$ cat src/rtl/hirq_pkg.sv
package hirq_pkg;
    localparam int STAT_W   = 32;
    localparam int EN_W     = 19;
    localparam int CODE_W   = 2;
    localparam int CODE_LO  = 9;
    localparam int WCRC_BIT = 2;

    // Bit classes of the status register
    localparam logic [STAT_W-1:0] STICKY_M = 32'hC300_782F;
    localparam logic [STAT_W-1:0] LIVE_M   = 32'h3C00_00C0;
    localparam logic [STAT_W-1:0] ERR_M    = 32'h0000_002F;
    localparam logic [EN_W-1:0]   EN_M     = 19'h7_F01F;

    // Interrupt pairs: status source bit and enable bit
    localparam int N_IRQ    = 9;
    localparam int DAT0_IDX = 3;
    localparam int IRQ_ST [N_IRQ] = '{31, 30, 14, 0, 7, 6, 13, 12, 11};
    localparam int IRQ_EN [N_IRQ] = '{15, 14, 13, 12, 4, 3, 2, 1, 0};

    // Wakeup pairs
    localparam int N_WAKE = 3;
    localparam int WK_ST [N_WAKE] = '{14, 31, 30};
    localparam int WK_EN [N_WAKE] = '{18, 17, 16};

    typedef struct packed {
        logic [STAT_W-1:0] bits;
        logic [CODE_W-1:0] code;
    } stat_st_t;

    typedef struct packed {
        logic [EN_W-1:0] en;
    } en_st_t;
endpackage

$ cat src/rtl/hirq_status.sv
module hirq_status
    import hirq_pkg::*;
(
    input  logic              clk,
    input  logic              rst_n,
    input  logic              clr_en,
    input  logic [STAT_W-1:0] wdata,
    input  logic [STAT_W-1:0] ev_set,
    input  logic [STAT_W-1:0] lvl_in,
    input  logic [CODE_W-1:0] crc_tok,
    output logic [STAT_W-1:0] stat_q
);
    stat_st_t s_d, s_q;
    logic [STAT_W-1:0] clr_vec;

    assign clr_vec = clr_en ? wdata : '0;

    always_comb begin
        s_d = s_q;
        for (int b = 0; b < STAT_W; b++) begin
            if (STICKY_M[b]) begin
                s_d.bits[b] = ev_set[b] | (s_q.bits[b] & ~clr_vec[b]);
            end else if (LIVE_M[b]) begin
                s_d.bits[b] = lvl_in[b];
            end else begin
                s_d.bits[b] = 1'b0;
            end
        end
        if (ev_set[WCRC_BIT]) begin
            s_d.code = crc_tok;
        end else if (clr_vec[WCRC_BIT]) begin
            s_d.code = '0;
        end
    end

    always_ff @(posedge clk) begin
        if (!rst_n) begin
            s_q <= '0;
        end else begin
            s_q <= s_d;
        end
    end

    always_comb begin
        stat_q = s_q.bits;
        stat_q[CODE_LO +: CODE_W] = s_q.code;
    end

    logic unused_in_bits;
    assign unused_in_bits = ^{ev_set & ~STICKY_M, lvl_in & ~LIVE_M, wdata & ~STICKY_M};

    for (genvar b = 0; b < STAT_W; b++) begin : g_chk
        if (STICKY_M[b]) begin : g_sticky

            sticky_set_chk: assert property (@(posedge clk) disable iff (!rst_n)
                ev_set[b] |=> stat_q[b]);

            sticky_clr_chk: assert property (@(posedge clk) disable iff (!rst_n)
                (clr_en && wdata[b] && !ev_set[b]) |=> !stat_q[b]);

            sticky_hold_chk: assert property (@(posedge clk) disable iff (!rst_n)
                (!ev_set[b] && !(clr_en && wdata[b])) |=> $stable(stat_q[b]));
        end else if (LIVE_M[b]) begin : g_live

            live_follow_chk: assert property (@(posedge clk) disable iff (!rst_n)
                $past(rst_n) |-> (stat_q[b] == $past(lvl_in[b])));
        end
    end


    code_load_chk: assert property (@(posedge clk) disable iff (!rst_n)
        ev_set[WCRC_BIT] |=> (stat_q[CODE_LO +: CODE_W] == $past(crc_tok)));
endmodule

$ cat src/rtl/hirq_enable.sv
module hirq_enable
    import hirq_pkg::*;
(
    input  logic            clk,
    input  logic            rst_n,
    input  logic            wr_en,
    input  logic [EN_W-1:0] wdata,
    output logic [EN_W-1:0] en_q
);
    en_st_t e_d, e_q;

    always_comb begin
        e_d = e_q;
        if (wr_en) begin
            e_d.en = wdata & EN_M;
        end
    end

    always_ff @(posedge clk) begin
        if (!rst_n) begin
            e_q <= '0;
        end else begin
            e_q <= e_d;
        end
    end

    assign en_q = e_q.en;


    en_load_chk: assert property (@(posedge clk) disable iff (!rst_n)
        wr_en |=> (en_q == ($past(wdata) & EN_M)));
endmodule

$ cat src/rtl/hirq_combine.sv
module hirq_combine
    import hirq_pkg::*;
(
    input  logic              clk,
    input  logic              rst_n,
    input  logic [STAT_W-1:0] stat,
    input  logic [EN_W-1:0]   en,
    input  logic              dat0_lvl,
    output logic              irq,
    output logic              err_any,
    output logic              wake
);
    logic [N_IRQ-1:0]  hit;
    logic [N_WAKE-1:0] wk_hit;

    for (genvar i = 0; i < N_IRQ; i++) begin : g_irq
        if (i == DAT0_IDX) begin : g_dat0
            assign hit[i] = dat0_lvl & en[IRQ_EN[i]];
        end else begin : g_flag
            assign hit[i] = stat[IRQ_ST[i]] & en[IRQ_EN[i]];
        end
    end

    for (genvar i = 0; i < N_WAKE; i++) begin : g_wake
        assign wk_hit[i] = stat[WK_ST[i]] & en[WK_EN[i]];
    end

    assign irq     = |hit;
    assign wake    = |wk_hit;
    assign err_any = |(stat & ERR_M);

    logic unused_pair_bits;
    assign unused_pair_bits = ^{stat, en};


    irq_needs_en_chk: assert property (@(posedge clk) disable iff (!rst_n)
        irq |-> (en[15:12] != 4'd0 || en[4:0] != 5'd0));

    wake_needs_en_chk: assert property (@(posedge clk) disable iff (!rst_n)
        wake |-> (en[18:16] != 3'd0));

    err_src_chk: assert property (@(posedge clk) disable iff (!rst_n)
        err_any |-> (stat[5:0] & 6'h2F) != 6'd0);
endmodule

$ cat src/rtl/hirq_unit.sv
module hirq_unit
    import hirq_pkg::*;
(
    input  logic              clk,
    input  logic              rst_n,
    input  logic              reg_wr,
    input  logic              reg_addr,
    input  logic [STAT_W-1:0] reg_wdata,
    input  logic [STAT_W-1:0] ev_set,
    input  logic [STAT_W-1:0] lvl_in,
    input  logic [CODE_W-1:0] crc_tok,
    input  logic              dat0_lvl,
    output logic [STAT_W-1:0] stat_rdata,
    output logic [EN_W-1:0]   enab_rdata,
    output logic              irq,
    output logic              err_any,
    output logic              wake
);
    logic stat_wr, en_wr;

    assign stat_wr = reg_wr & ~reg_addr;
    assign en_wr   = reg_wr &  reg_addr;

    hirq_status u_status (
        .clk     (clk),
        .rst_n   (rst_n),
        .clr_en  (stat_wr),
        .wdata   (reg_wdata),
        .ev_set  (ev_set),
        .lvl_in  (lvl_in),
        .crc_tok (crc_tok),
        .stat_q  (stat_rdata)
    );

    hirq_enable u_enable (
        .clk   (clk),
        .rst_n (rst_n),
        .wr_en (en_wr),
        .wdata (reg_wdata[EN_W-1:0]),
        .en_q  (enab_rdata)
    );

    hirq_combine u_combine (
        .clk      (clk),
        .rst_n    (rst_n),
        .stat     (stat_rdata),
        .en       (enab_rdata),
        .dat0_lvl (dat0_lvl),
        .irq      (irq),
        .err_any  (err_any),
        .wake     (wake)
    );
endmodule

$ cat config.mk
export PLATFORM = sky130hd
export DESIGN_NAME = hirq_unit
export DESIGN_NICKNAME = d
export VERILOG_FILES = /design/src/rtl/hirq_pkg.sv /design/src/rtl/hirq_status.sv /design/src/rtl/hirq_enable.sv /design/src/rtl/hirq_combine.sv /design/src/rtl/hirq_unit.sv
export SDC_FILE = /design/constraint.sdc
export NUM_CORES = 1
export LEC_CHECK = 0
export CAP_MARGIN = 5
export CORE_MARGIN = 2
export CORE_UTILIZATION = 25
export DETAILED_ROUTE_END_ITERATION = 8
export DONT_BUFFER_PORTS = 1
export GPL_TIMING_DRIVEN = 1
export PLACE_DENSITY = 0.36
export SLEW_MARGIN = 10
export SYNTH_ARGS = -nofsm -noshare
export SYNTH_HDL_FRONTEND = slang
export SYNTH_SLANG_ARGS = --single-unit
export TNS_END_PERCENT = 5
$ cat constraint.sdc
create_clock -name clk -period 1.12 [get_ports clk]
set_input_delay 0.168 -clock clk [delete_from_list [all_inputs] [get_ports clk]]
set_output_delay 0.168 -clock clk [all_outputs]
set_load 0.005 [all_outputs]
==> metrics <==
Worst VDD drop 0.000502 V; minimum clock period 1.36 ns; FF-to-FF Start u_status.stat_q[30]; CTS Sinks 33; Seq cells post-synth 33; leak pwr 0.691 nW; largest family of logic cells by synthesized area compound AO/OA/AOI/OAI gates; R2R cell count 3; Final Core Density 31.8%; post-DP HPWL 2610 um; Synth Area in XOR/XNOR 0%; top-count cell post-synth dfxtp_1; total CTS buffers 5; RSZ-0062 raised after global routing true; critical setup path kind register to primary output; mux cell area share after synthesis 0%; num ports 157; cells after synthesis 146; cell taking the most area after synthesis dfxtp_1; # nets final 272; starting DRC count in detailed routing 35; reg-to-reg slack, setup 0.26 ns; Rows 27; top_reg_cell synth dfxtp_1; Max clock buf depth 2; Final Hold Fails 0; CTS tree built; GRT Util Overall 12.3%; layout cell share with drive strength beyond 1 19.4%; Antenna Cells 0; synth-to-layout area growth 22.7%; Core Region 5510 sq um; Worst Tran Pin Value 0.534 ns; synth cell count leaders 33 x dfxtp_1, 28 x nand2_1, 18 x buf_4; CP Launch Type register; Pwr Density 1560 nW/um^2; fillcell total 586; Seq/Total Area, Yosys 46.4%; Antenna Nets Post-Route 0; number of global-route vias before repair 1080; crit path max fanout 2; Final setup viols 2; post-synth top area share 46.4%; top cells by area, synth dfxtp_1 46%, buf_4 9.5%, a21boi_0 7.9%; Worst Setup End Kind primary output; Setup crit start u_status.stat_q[30]; Vias/cell 4.33; Compound-Gate Fraction of Synth Area 26.2%; Slew headroom 64.3%; CTS root buffer clkbuf_8; global route total overflow 0; die area 6320 sq um; Chip Height 79.5 um; worst setup margin -0.238 ns; simple-gate portion of the synthesized area 14.6%; Post-Route WL 3770 um; violated checks negative setup slack; Setup Skew 0 ns; Clock Pin Slew Worst Setup and Hold Paths 0.06 ns; first-pass GRT wire length 5750 um; Syn Area/Cell 9.76 sq um; gp weighted congestion 0.684; die width 79.5 um; sum of negative setup slack -0.398 ns; reg2reg end u_status.stat_q[30]; Worst-Skew Late Latency 0.28 ns; asr flop ratio synth 0%; Distinct cells, synth 26; YS warnings 0; post-synthesis adder-cell area fraction 0%; Fmax achieved 737 MHz; max-slew violation count 0; antenna violations before repair 0; Hold Path Class input pin to register; Netlist Area Pre-Place 1430 sq um; detailed-route wire length per cell 15.6 um; CTS H-tree depth 2; EDFF count, synth 0; largest net degree at the start of global routing 24; Worst EP arrival 1.19 ns; max cap viols 0; Critical Path RT 0.95 ns; total number of vias 1047; DRC 0; Tcrit/Tclk final 121%; end point of the critical path irq; initial core utilization 25.9%; drt pass-1 iters 4; status complete, but fails checks; port bufs 0
[per-layer routing]
metal  global-route usage, %  wire length (um)
met4                    4.66                51
met2                    18.6              1650
met1                    14.2              1550
met5                       0                 0
met3                    7.13               510
[worst max-delay path: stages (launching register included)]
cell	delay, ns
dfxtp_2	0.33
a222oi_1	0.32
buf_4	0.18
nand3_2	0.08
[state kept, by name, indices dropped and copies added (netlist names)]
signal,flops
u_status.stat_q,21
u_enable.en_q,12
[power breakdown]
| part | total [mW] | switching [mW] | leakage (nW) | internal [mW] |
|---|---|---|---|---|
| clock | 1.16 | 0.433 | 0.0585 | 0.725 |
| combinational | 0.257 | 0.116 | 0.359 | 0.141 |
| sequential | 1.31 | 0.0611 | 0.274 | 1.24 |
[kinds of logic after synthesis]
kind of cell,count (synthesis)
buffers and inverters,25
AND/OR/NAND/NOR,43
AO/OA/AOI/OAI,44
flip-flops,33
other,1
[cell usage in the layout, fill, tap and decap left out, drive strengths merged]
cell type    instances
buf                  9
dlygate4sd3         14
a221oi               1
inv                  1
a21oi                1
and2                 7
conb                18
bufinv               1
nor2                 1
a22oi                1
nand2               28
nor2b                2
nand3b               3
a22o                 1
a21boi              26
nand3                1
nor3                 1
dfxtp               33
clkbuf               7
o21a                12
a222oi               2
[worst min-delay path by stage]
stage / startpoint / end / slack [ns] / cells after the start
CTS: rst_n / u_status.stat_q[3] / 0.002 / 1
global route: rst_n / u_status.stat_q[5] / 0.003 / 1
floorplan: ev_set[3] / u_status.stat_q[3] / 0.29 / 1
detailed placement: rst_n / u_status.stat_q[25] / 0.29 / 1
global placement: rst_n / u_status.stat_q[11] / 0.29 / 1
finish: rst_n / u_status.stat_q[7] / 0.01 / 1
[layout make-up]
cell class,instances,area (sq um),area share [%]
clock inverters,1,30.0,1.72
inverters,1,3.75,0.215
repair buffers,23,211,12.1
clock buffers,7,86.3,4.94
well taps,72,90.1,5.15
flip-flops and latches,33,663,37.9
multi-input cells,105,664,38.0
[stage by stage]
stage | instance area (sq um) | hold slack [ns] | total power [mW] | setup WS (ns) | instances
after floorplan | 1490 | 0.292 | 1.53 | 0.105 | 163
after global placement | 1470 | 0.289 | 1.53 | 0.0378 | 220
after detailed placement | 1470 | 0.293 | 1.53 | 0.0502 | 220
after CTS | 1710 | 0.00180 | 2.76 | -0.241 | 239
after global routing | 1750 | 0.00295 | 2.87 | -0.316 | 242
final | 1750 | 0.0121 | 2.72 | -0.238 | 242
[what timing repair did]
item                                    in CTS  in global routing
resized for setup                            4                  2
endpoints found under the hold margin       11                  3
hold buffers                                11                  3
pin swaps                                    3                  1
buffers inserted                             0                  0
endpoints found under the setup margin       2                  3
Note: power is estimated with default switching activity, not from simulation.
